### src/rtl/ckc_pkg.sv
package ckc_pkg;
  typedef enum logic [2:0] {
    PH_IDLE,   // ignoring the bus until a start
    PH_ADDR,   // receiving address byte
    PH_CMD,    // first header byte (dropped)
    PH_CNT,    // second header byte (dropped)
    PH_WDATA,  // data bytes to the bank
    PH_READ    // streaming the bank out
  } phase_t;

  localparam int BYTE_W = 8;
endpackage

### src/rtl/ckc_line_sync.sv
module ckc_line_sync (
  input  logic clk,
  input  logic rst,
  input  logic scl_i,
  input  logic sda_i,
  output logic scl_s,
  output logic sda_s,
  output logic scl_rise,
  output logic scl_fall,
  output logic start_evt,
  output logic stop_evt
);
  logic [1:0] scl_pipe, sda_pipe;
  logic       scl_q, sda_q;

  always_ff @(posedge clk) begin
    if (rst) begin
      scl_pipe <= 2'b11;
      sda_pipe <= 2'b11;
      scl_q    <= 1'b1;
      sda_q    <= 1'b1;
    end else begin
      scl_pipe <= {scl_pipe[0], scl_i};
      sda_pipe <= {sda_pipe[0], sda_i};
      scl_q    <= scl_pipe[1];
      sda_q    <= sda_pipe[1];
    end
  end

  assign scl_s     = scl_pipe[1];
  assign sda_s     = sda_pipe[1];
  assign scl_rise  = scl_s & ~scl_q;
  assign scl_fall  = ~scl_s & scl_q;
  assign start_evt = scl_s & scl_q & sda_q & ~sda_s;
  assign stop_evt  = scl_s & scl_q & ~sda_q & sda_s;
endmodule

### src/rtl/ckc_reg_bank.sv
module ckc_reg_bank #(
  parameter int NREG = 6,
  parameter int PW   = $clog2(NREG + 1),
  parameter logic [NREG*8-1:0] INIT = {NREG{8'hFF}}
) (
  input  logic              clk,
  input  logic              rst,
  input  logic              we,
  input  logic [PW-1:0]     waddr,
  input  logic [7:0]        wdata,
  output logic [NREG*8-1:0] regs
);
  for (genvar k = 0; k < NREG; k++) begin : g_reg
    always_ff @(posedge clk) begin
      if (rst)
        regs[k*8 +: 8] <= INIT[k*8 +: 8];
      else if (we && waddr == PW'(k))
        regs[k*8 +: 8] <= wdata;
    end
  end

  assert_reset_defaults_R7: assert property (@(posedge clk) disable iff (rst)
    $past(rst) |-> regs == INIT);

  assert_write_in_range_R8: assert property (@(posedge clk) disable iff (rst)
    we |-> waddr < PW'(NREG));
endmodule

### src/rtl/ckc_serial_engine.sv
module ckc_serial_engine
  import ckc_pkg::*;
#(
  parameter int          NREG     = 6,
  parameter int          PW       = $clog2(NREG + 1),
  parameter logic [6:0]  DEV_ADDR = 7'h69
) (
  input  logic              clk,
  input  logic              rst,
  input  logic              scl_s,
  input  logic              sda_s,
  input  logic              scl_rise,
  input  logic              scl_fall,
  input  logic              start_evt,
  input  logic              stop_evt,
  input  logic [NREG*8-1:0] regs,
  output logic              we,
  output logic [PW-1:0]     waddr,
  output logic [7:0]        wdata,
  output logic              sda_oe
);
  localparam logic [PW-1:0] LAST = PW'(NREG);

  phase_t      phase;
  logic [3:0]  cnt;
  logic [7:0]  shreg, rbyte, nbyte;
  logic [PW-1:0] ptr;
  logic        mack;
  logic [2:0]  bidx;

  always_comb begin
    nbyte = 8'hFF;
    for (int k = 0; k < NREG; k++)
      if (ptr == PW'(k)) nbyte = regs[k*8 +: 8];
  end

  assign bidx = 3'(4'd7 - cnt);

  always_ff @(posedge clk) begin
    if (rst) begin
      phase  <= PH_IDLE;
      cnt    <= '0;
      shreg  <= '0;
      rbyte  <= '0;
      ptr    <= '0;
      mack   <= 1'b0;
      sda_oe <= 1'b0;
      we     <= 1'b0;
      waddr  <= '0;
      wdata  <= '0;
    end else begin
      we <= 1'b0;
      if (start_evt) begin
        phase  <= PH_ADDR;
        cnt    <= '0;
        ptr    <= '0;
        sda_oe <= 1'b0;
      end else if (stop_evt) begin
        phase  <= PH_IDLE;
        sda_oe <= 1'b0;
      end else if (phase != PH_IDLE) begin
        if (scl_rise) begin
          if (cnt < 4'd8) begin
            shreg <= {shreg[6:0], sda_s};
            cnt   <= cnt + 4'd1;
          end else if (cnt == 4'd8) begin
            mack <= ~sda_s;
            cnt  <= 4'd9;
          end
        end else if (scl_fall) begin
          if (cnt == 4'd8) begin
            unique case (phase)
              PH_ADDR:
                if (shreg[7:1] == DEV_ADDR) sda_oe <= 1'b1;
                else                        phase  <= PH_IDLE;
              PH_CMD, PH_CNT: sda_oe <= 1'b1;
              PH_WDATA: begin
                sda_oe <= 1'b1;
                if (ptr < LAST) begin
                  we    <= 1'b1;
                  waddr <= ptr;
                  wdata <= shreg;
                  ptr   <= ptr + 1'b1;
                end
              end
              default: sda_oe <= 1'b0;
            endcase
          end else if (cnt == 4'd9) begin
            cnt    <= '0;
            sda_oe <= 1'b0;
            unique case (phase)
              PH_ADDR:
                if (shreg[0]) begin
                  phase  <= PH_READ;
                  rbyte  <= nbyte;
                  sda_oe <= ~nbyte[7];
                  if (ptr < LAST) ptr <= ptr + 1'b1;
                end else begin
                  phase <= PH_CMD;
                end
              PH_CMD:   phase <= PH_CNT;
              PH_CNT:   phase <= PH_WDATA;
              PH_WDATA: phase <= PH_WDATA;
              default:
                if (mack) begin
                  rbyte  <= nbyte;
                  sda_oe <= ~nbyte[7];
                  if (ptr < LAST) ptr <= ptr + 1'b1;
                end else begin
                  phase <= PH_IDLE;
                end
            endcase
          end else if (cnt != 4'd0 && phase == PH_READ) begin
            sda_oe <= ~rbyte[bidx];
          end
        end
      end
    end
  end

  assert_drive_while_low_R2: assert property (@(posedge clk) disable iff (rst)
    (sda_oe && !$past(sda_oe)) |-> !scl_s);

  assert_idle_quiet_R9: assert property (@(posedge clk) disable iff (rst)
    phase == PH_IDLE |-> !sda_oe);

  assert_stop_release_R1: assert property (@(posedge clk) disable iff (rst)
    stop_evt |=> !sda_oe);
endmodule

### src/rtl/ckc_i2c_ctl.sv
module ckc_i2c_ctl #(
  parameter int                NREG     = 6,
  parameter logic [6:0]        DEV_ADDR = 7'h69,
  parameter logic [NREG*8-1:0] INIT     = {NREG{8'hFF}}
) (
  input  logic              clk,
  input  logic              rst,
  input  logic              scl_i,
  input  logic              sda_i,
  output logic              sda_oe,
  output logic [NREG*8-1:0] clk_en
);
  localparam int PW = $clog2(NREG + 1);

  logic scl_s, sda_s, scl_rise, scl_fall, start_evt, stop_evt;
  logic we;
  logic [PW-1:0] waddr;
  logic [7:0] wdata;

  ckc_line_sync u_sync (
    .clk(clk), .rst(rst), .scl_i(scl_i), .sda_i(sda_i),
    .scl_s(scl_s), .sda_s(sda_s), .scl_rise(scl_rise), .scl_fall(scl_fall),
    .start_evt(start_evt), .stop_evt(stop_evt)
  );

  ckc_serial_engine #(.NREG(NREG), .PW(PW), .DEV_ADDR(DEV_ADDR)) u_eng (
    .clk(clk), .rst(rst), .scl_s(scl_s), .sda_s(sda_s),
    .scl_rise(scl_rise), .scl_fall(scl_fall),
    .start_evt(start_evt), .stop_evt(stop_evt), .regs(clk_en),
    .we(we), .waddr(waddr), .wdata(wdata), .sda_oe(sda_oe)
  );

  ckc_reg_bank #(.NREG(NREG), .PW(PW), .INIT(INIT)) u_bank (
    .clk(clk), .rst(rst), .we(we), .waddr(waddr), .wdata(wdata), .regs(clk_en)
  );
endmodule

### config.mk
export PLATFORM = sky130hd
export DESIGN_NAME = ckc_i2c_ctl
export DESIGN_NICKNAME = d
export VERILOG_FILES = /design/src/rtl/ckc_pkg.sv /design/src/rtl/ckc_line_sync.sv /design/src/rtl/ckc_reg_bank.sv /design/src/rtl/ckc_serial_engine.sv /design/src/rtl/ckc_i2c_ctl.sv
export SDC_FILE = /design/constraint.sdc
export NUM_CORES = 1
export LEC_CHECK = 0
export BUFFER_PORTS_ARGS = -buffer_cell sky130_fd_sc_hd__buf_2
export CORE_MARGIN = 2
export CORE_UTILIZATION = 28
export DETAILED_ROUTE_END_ITERATION = 8
export GPL_TIMING_DRIVEN = 0
export SYNTH_ARGS = -nofsm -noshare
export SYNTH_HDL_FRONTEND = slang
export SYNTH_HIERARCHICAL = 1
export SYNTH_SLANG_ARGS = --single-unit
### constraint.sdc
create_clock -name clk -period 2.8 [get_ports clk]
set_input_delay 0.14 -clock clk [delete_from_list [all_inputs] [get_ports clk]]
set_output_delay 0.14 -clock clk [all_outputs]
set_load 0.01 [all_outputs]
# == Word level (Yosys, flattened, before mapping) ==
# Cells that the tools add are included.
# W data, S select, Z words.
# op_classes
add_sub_neg,3
n_lt_le_gt_ge,3
n_eq_ne,32
muxes,45
bitwise,22
reduce_logical,34
# ops
cell,n
$mux W8,8
$mux W3,12
$mux W4,6
$eq A3 B2 Y1 const B,6
$eq A3 B3 Y1 const B,6
$pmux W8 S2,1
$not A1 Y1,15
$reduce_bool A3 Y1,5
$reduce_and A7 Y1,2
$mux W1,13
$reduce_and A6 Y1,2
$reduce_and A10 Y1,1
$reduce_and A5 Y1,2
$eq A3 B1 Y1 const B,3
$ne A3 B1 Y1 const B,3
$pmux W3 S3,1
$reduce_and A9 Y1,1
$eq A4 B4 Y1 const B,2
$ne A2 B2 Y1 const B,4
$ne A4 B4 Y1 const B,2
$reduce_and A8 Y1,1
$reduce_bool A2 Y1,4
$reduce_bool A4 Y1,2
$reduce_or A8 Y1,1
other kinds (19),36
# word_totals
ff_bits,94
output_inout_bits,49

# == Depth between registers and ports, before layout ==
# Gate-level depths: netlist of the first run.
# logic_depth
word_depth,12
depth_mapped,10
depth_no_buf,7

# == Modules after synthesis ==
# The synthesis of the first run kept the hierarchy.
# by_module_without_submodules
mod,n_inst,cells_each,area_per_inst_um2
ckc_serial_engine,1,329,2741.4
ckc_reg_bank,1,170,1774.2
ckc_line_sync,1,16,190.2

# == Least setup slack after synthesis of the first run ==
# No wires, ideal clock.
# synth_timing
path_type,register to register
from,reg u_eng.ptr[2]
to,reg u_eng.sda_oe
setup_time_ns,0.101
arrival_time_ns,2.024
t_required_ns,2.699
setup_slack_ns,0.675
stages_incl_launch_ff,10
n_path_buf,2
synth_period_minus_slack_ns,2.125
path_cell_list,dfxtp_1 clkbuf_1 clkinv_1 ha_1 buf_2 a211oi_1 o31ai_1 o2111ai_1 a311oi_1 o41ai_1
# synth_via
elab_chain_cells,12
# synth_lines
item,line_no,text
from (decl),ckc_serial_engine.sv:27,logic [PW-1:0] ptr;
from (signal assigned),ckc_serial_engine.sv:83,ptr <= ptr + 1'b1;
from (signal assigned),ckc_serial_engine.sv:97,if (ptr < LAST) ptr <= ptr + 1'b1;
from (signal assigned),ckc_serial_engine.sv:108,if (ptr < LAST) ptr <= ptr + 1'b1;
$logic_not A3 Y1,ckc_serial_engine.sv:34,if (ptr == PW'(k)) nbyte = regs[k*8 +: 8];
$mux W8 (5 in a row),ckc_serial_engine.sv:34,
$mux W8 (*),ckc_serial_engine.sv:34,
$not A1 Y1 (*),"ckc_serial_engine.sv:96, ckc_serial_engine.sv:107",
"$mux W1, on equally long branches","ckc_serial_engine.sv:105, ckc_serial_engine.sv:93",
$pmux W1 S2 (*),ckc_serial_engine.sv:91,unique case (phase)
$mux W1 (*),ckc_serial_engine.sv:88,end else if (cnt == 4'd9) begin
$mux W1 (*),ckc_serial_engine.sv:71,if (cnt == 4'd8) begin
to (signal assigned),ckc_serial_engine.sv:96,sda_oe <= ~nbyte[7];
to (signal assigned),ckc_serial_engine.sv:107,sda_oe <= ~nbyte[7];
to (signal assigned),ckc_serial_engine.sv:114,sda_oe <= ~rbyte[bidx];
to (decl),ckc_serial_engine.sv:20,output logic sda_oe
# Mark *: on every way between the ends. The rest lies on a longest branch, timed or not.
# A chain may end at the register's enable or synchronous reset.

# == Worst setup path after layout of the first run ==
# layout_timing
from,reg u_eng.ptr[0]
to,reg u_eng.rbyte[2]
# layout_via
elab_chain_cells,9
# layout_lines
item,line_no,text
$logic_not A3 Y1,ckc_serial_engine.sv:34,
$mux W8 (5 in a row),ckc_serial_engine.sv:34,
$mux W8 (*),ckc_serial_engine.sv:34,
"$mux W8, on equally long branches","ckc_serial_engine.sv:105, ckc_serial_engine.sv:93",
$pmux W8 S2 (*),ckc_serial_engine.sv:91,
to (signal assigned),ckc_serial_engine.sv:95,rbyte <= nbyte;
to (signal assigned),ckc_serial_engine.sv:106,rbyte <= nbyte;
to (decl),ckc_serial_engine.sv:26,"logic [7:0] shreg, rbyte, nbyte;"
# Mark *: on every way between the ends. The rest lies on a longest branch, timed or not. The select of a mux whose other input is x is not followed.

==> impl_metrics.json, run 1 <==
{
  "drv_cap": 0,
  "portBuffers": 52,
  "reg2reg_slack_ns": 0.28,
  "start_util_pct": 28.5,
  "synth.most_common_cell": "nor2_1",
  "clk_pin_slew_ns": 0.08,
  "p_per_area_mw_per_mm2": 473,
  "start_kind": "register",
  "drt-wirelength-per-cell_microns": 15.8,
  "yosys.area.top_type": "dfxtp_1",
  "cts-root-buf": "clkbuf_16",
  "std_cell_rows": 47,
  "synth_edf_count": 0,
  "clock-sinks": 94,
  "ys_seq_area_share_pct": 40.0,
  "finalHoldViolCount": 0,
  "p_leak_nw": 2.34,
  "path_common_cell": "clkbuf_1",
  "numCtsBuffers": 9,
  "reg2reg_from": "u_eng/ptr[0]",
  "ant_nets": 0,
  "syn_area_per_cell_sq_um": 9.14,
  "tightest_slew_ns": 0.692,
  "syn_area_sq_mm": 0.00471,
  "core_area_sq_mm": 0.0165,
  "path_class": "reg -> reg",
  "grt_usage_pct": 14.5,
  "fin_crit_sh_pct": 90.0,
  "dr.pass1.iters": 4,
  "async_flop_share_pct": 0,
  "finalClockSkew_ns": 0.0141,
  "power_w": 0.00263,
  "finalSetupViolations": 0,
  "dieArea_sq_mm": 0.0179,
  "worstHoldPathCells": 2,
  "area_growth_pct": 18.0,
  "regArea_sq_mm": 0.00188,
  "grt_first_pass_wirelength_microns": 20300,
  "relSlewSlack_pct": 53.2,
  "cpPeakStageDelay_ns": 0.47,
  "routed_via_density": 4.94,
  "min_period_ns": 2.52,
  "multi_input_comb_area_sq_mm": 0.00256,
  "synth.distinct_cells": 66,
  "drcViolationCount": 0,
  "nets": 592,
  "cts_buffer_depth": 2,
  "ys_seq_elements": 94,
  "hold_path_class": "in -> reg",
  "yosys_warnings": 6,
  "fin_setup_tns_ns": 0,
  "worstPathRequired_ns": 3.09,
  "hold_start": "rst",
  "vias": 3979,
  "netlist.area_leader.share_pct": 40.0,
  "overflow": 0,
  "fillers": 1691,
  "slew_viol_final": 0,
  "layout-drive-gt1-share_pct": 17.8,
  "drt_iter0_drc": 195,
  "hold_path_end": "u_sync/sda_pipe[0]",
  "rsz0062_at_grt": "false",
  "postPlaceCellArea_sq_mm": 0.00524,
  "clock.fmax_mhz": 397,
  "antenna_found_initial": 0,
  "htreeDepth": 3,
  "synth_common_cells": "nor2_1 (104), dfxtp_1 (94), mux2i_1 (76)",
  "timing.hold.ws_ns": 0.174,
  "grt_max_degree": 19,
  "crit_chain": "ha_1 -> clkbuf_1 -> clkbuf_1 -> nor3b_1 -> o31ai_1 -> o311a_1 -> mux2i_1 -> nor2_1",
  "crit_arrival_ns": 2.81,
  "synthCells": 515,
  "worstSkewPairLatency_ns": 0.35,
  "ir_worst_vdd_uv": 288,
  "ys_top_cells_by_area": "dfxtp_1 (40%), mux2i_1 (16%), nor2_1 (8.3%), nor2b_1 (2.7%), nor3b_1 (2.4%)",
  "status": "finished clean",
  "end_kind": "register",
  "hpwl_microns": 9480,
  "synth_ff_type": "dfxtp_1",
  "critPathMaxFanout": 10,
  "grt_pass1_vias": 3746,
  "slowest_stage": "dfxtp_1",
  "syn-num-nets": 527,
  "cts_tree": "yes",
  "cts_setup_buffers": 0,
  "worstRegToRegCells": 8,
  "io_pins": 53,
  "gp_congestion": 0.863,
  "fin_area_sq_mm": 0.00555,
  "detail_route.wirelength_microns": 12700,
  "die_w_microns": 134,
  "num_antenna_cells": 0,
  "final_util_pct": 33.6,
  "die_h_microns": 134,
  "r2r_end": "u_eng/rbyte[2]"
}
[placed cells by master (no fill, tap or decap), types with 3 or more instances in the layout]
master	synthesis	layout
nor2_1	104	104
buf_1	4	4
buf_2	12	64
nand4_1	5	5
nand3_1	5	5
a211oi_1	10	10
or2_1	7	7
nand2_1	11	11
dfxtp_1	94	94
or3b_2	3	3
o31ai_1	8	8
clkbuf_1	16	15
ha_1	8	8
o211a_1	3	3
o21ai_0	11	11
or3_1	3	3
clkbuf_16	0	9
nor3_1	4	4
nor2b_1	20	20
a21oi_1	12	12
a31oi_1	4	4
o311a_1	7	7
nor3b_1	15	15
buf_6	5	5
nand4b_1	6	6
inv_6	0	3
buf_4	3	3
inv_1	11	11
mux2i_1	76	76
[worst max-delay path, delay by kind of cell, from the launching register on]
kind                     cells  cell delay, ns
AND/OR/NAND/NOR              2            0.19
AO/OA/AOI/OAI                2            0.63
buffers and inverters        2            0.86
multiplexers                 1            0.07
flip-flops                   1            0.47
adder cells (fa/ha/maj)      1            0.25
[final cells by class]
cell class                 count  share of cell area, %
multi-input combinational    368                   46.1
sequential                    94                   33.9
timing repair buffer          54                   5.05
tap                          220                   4.96
clock buffer                   9                   4.05
buffer                        40                   3.87
clock inverter                 7                   1.13
inverter                      13                  0.946
[registers in the layout, indices dropped and copies added (netlist names), 2 cells and up]
signal and cells:
u_bank/regs 48, u_eng/rbyte 8, u_eng/shreg 8, u_eng/wdata 8, u_eng/cnt 4, u_eng/phase 3
u_eng/ptr 3, u_eng/waddr 3, u_sync/scl_pipe 2, u_sync/sda_pipe 2
[how the worst max path moves through the flow]
stage / from / endpoint / cells past startpoint
after floorplan: u_eng/ptr[2] / u_eng/sda_oe / 9
final: u_eng/ptr[0] / u_eng/rbyte[2] / 8
after CTS: u_eng/ptr[2] / u_eng/sda_oe / 9
after detailed placement: u_eng/ptr[2] / u_eng/sda_oe / 9
after global placement: u_eng/ptr[2] / u_eng/sda_oe / 9
after global routing: u_eng/ptr[0] / u_eng/rbyte[6] / 8
[where the power goes]
group | internal, W | switching (W) | leakage (nW)
clock network | 0.000625 | 0.000575 | 0.145
logic | 0.0000233 | 0.0000630 | 1.44
registers | 0.00134 | 0.00000286 | 0.760
total | 0.00199 | 0.000641 | 2.34
[cells by family after synthesis]
kind of cell             Yosys count  synth area share [%]
flip-flops                        94                  40.0
multiplexers                      78                  17.0
adder cells (fa/ha/maj)            8                  2.13
AND/OR/NAND/NOR                  205                  23.5
AO/OA/AOI/OAI                     77                  11.9
buffers and inverters             53                  5.58
[routing by layer]
metal | GRT usage, % | wire (microns) | vias to the layer above
li1 | - | - | 1962
met1 | 19.0 | 5910 | 1915
met2 | 23.9 | 6180 | 87
met3 | 2.63 | 475 | 15
met4 | 5.44 | 172 | 0
met5 | 0 | 0 | -
[per-stage QoR]
step / std cells / setup slack [ns]
global route: 805 / 0.0911
global placement: 787 / -0.00811
CTS: 805 / 0.0234
finish: 805 / 0.280
detailed placement: 787 / 0.0419
floorplan: 515 / 0.675
[repair_timing]
| item | in CTS | in global routing |
|---|---|---|
| resized for setup | 0 | 3 |
| hold buffers | 2 | 0 |
| endpoints found under the hold margin | 2 | 0 |
| endpoints found under the setup margin | 0 | 2 |
No activity file was read; power rests on OpenSTA's default activity.
==> run 2: changes to the inputs <==
--- a/config.mk
+++ b/config.mk
@@ -10,6 +10,7 @@
 export CORE_UTILIZATION = 28
 export DETAILED_ROUTE_END_ITERATION = 8
 export GPL_TIMING_DRIVEN = 0
+export RECOVER_POWER = 100
 export SYNTH_ARGS = -nofsm -noshare
 export SYNTH_HDL_FRONTEND = slang
 export SYNTH_HIERARCHICAL = 1
==> impl_metrics.json, run 2 (synthesis results as in run 1) <==
{
  "layout_common_cells": "nor2_1 (104), dfxtp_1 (94), mux2i_1 (76)",
  "core_area_sq_mm": 0.0165,
  "drcViolationCount": 0,
  "finalSetupViolations": 0,
  "overflow": 0,
  "cts_setup_buffers": 0,
  "min_period_ns": 2.55,
  "drt_iter0_drc": 202,
  "finalHoldViolCount": 0,
  "htreeDepth": 3,
  "regMostFlops": "u_bank/regs",
  "io_pins": 53,
  "largest_register_ffs": 48,
  "die_w_microns": 134,
  "power_w": 0.00263,
  "postPlaceCellArea_sq_mm": 0.00524,
  "clockPowerShare_pct": 45.7,
  "grt_usage_pct": 14.5,
  "cts-root-buf": "clkbuf_16",
  "power_frac_comb_pct": 3.2,
  "grt_max_degree": 19,
  "drt-wirelength-per-cell_microns": 15.8,
  "worstPathRequired_ns": 3.04,
  "finalClockSkew_ns": 0.0126,
  "drv_cap": 0,
  "worstSkewPairLatency_ns": 0.35,
  "rsz0062_at_grt": "false",
  "detail_route.wirelength_microns": 12700,
  "slew_viol_final": 0,
  "cts_tree": "yes",
  "ant_nets": 0,
  "p_seq_share_pct": 51.1,
  "routed_via_density": 4.96,
  "p_leak_nw": 2.25,
  "start_util_pct": 28.5,
  "portBuffers": 52,
  "area_growth_pct": 15.5,
  "grt_pass1_vias": 3746,
  "layout-drive-gt1-share_pct": 7.35,
  "crit_arrival_ns": 2.80,
  "switching_power_w": 0.000641,
  "clock.fmax_mhz": 392,
  "status": "finished clean",
  "path_class": "reg -> reg",
  "dr.pass1.iters": 5,
  "antenna_found_initial": 0,
  "ir_worst_vdd_uv": 288,
  "fin_area_sq_mm": 0.00544,
  "relSlewSlack_pct": 49.2,
  "gp_congestion": 0.863,
  "end_kind": "register",
  "place_ws_ns": 0.0419,
  "clk_pin_slew_ns": 0.07,
  "numCtsBuffers": 9,
  "start_kind": "register",
  "cts_buffer_depth": 2,
  "nets": 592,
  "vias": 3989,
  "hold_path_class": "in -> reg",
  "grt_first_pass_wirelength_microns": 20300,
  "std_cell_rows": 47,
  "die_h_microns": 134,
  "fin_crit_sh_pct": 91.1,
  "final_util_pct": 32.9,
  "internal_power_w": 0.00199,
  "dieArea_sq_mm": 0.0179,
  "p_per_area_mw_per_mm2": 484,
  "layout_setup_ws_ns": 0.248,
  "num_antenna_cells": 0,
  "final_common_cell": "nor2_1",
  "tightest_slew_ns": 0.762,
  "clock-sinks": 94,
  "swShare_pct": 24.4,
  "hpwl_microns": 9480,
  "critPathMaxFanout": 10
}
==> run 2: changes by cell type in the layout (fill, tap and decap cells not counted), moves of 2 or more <==
cell and delta:
buf_6 -3, buf_2 -56, clkbuf_1 +58, clkbuf_2 +2
==> run 2: stage by stage <==
stage,TNS (ns),hold slack (ns),instances
finish,0,0.175,805
detailed placement,0,0.322,787
CTS,0,0.167,805
global route,0,0.191,805
floorplan,0,0.237,515
global placement,-0.00811,0.317,787
==> run 2: final cells by class <==
class                   count  area (sq um)
plain buffers              40           183
inverters                  13          52.6
repair buffers             54           219
multi-input cells         368          2540
fillers                  1719         11100
clock inverters             7          62.6
well taps                 220           275
flip-flops and latches     94          1880
clock buffers               9           225
==> run 2: worst paths after layout <==
check                           slack [ns]  depth (start not counted)                 end          startpoint
worst max register to register        0.25                          9        u_eng/sda_oe        u_eng/ptr[2]
worst max-delay path                  0.25                          9        u_eng/sda_oe        u_eng/ptr[2]
worst min-delay path                  0.17                          2  u_sync/sda_pipe[0]                 rst
worst min register to register        0.41                          1  u_sync/scl_pipe[1]  u_sync/scl_pipe[0]
==> run 2: repair_timing <==
action,4_1_cts,5_1_grt
endpoints found under the hold margin,2,0
endpoints found under the setup margin,0,2
gates resized for setup,0,3
hold buffers,2,0
==> run 2: critical path, cell delays in order, from the launching register on <==
cell	delay, ns
dfxtp_1	0.32
clkbuf_2	0.21
clkinvlp_4	0.22
ha_1	0.17
clkbuf_2	0.23
inv_2	0.14
o31a_1	0.31
o2111ai_1	0.29
a311oi_1	0.17
o41ai_1	0.38
==> run 2: layer usage <==
layer | vias up | GRT usage, % | share of wire, %
met5 | - | 0 | 0
met2 | 95 | 23.9 | 48
li1 | 1969 | - | -
met1 | 1913 | 19.0 | 46
met3 | 12 | 2.63 | 4.2
met4 | 0 | 5.44 | 1.4
==> run 2: power by group through the flow <==
stage	Clock (W)	Combinational [W]	Sequential [W]
after floorplan	0	0.0000551	0.00137
after detailed placement	0	0.0000845	0.00137
after global placement	0	0.0000848	0.00137
after global routing	0.00130	0.0000931	0.00134
after CTS	0.00124	0.0000867	0.00134
final	0.00120	0.0000853	0.00134
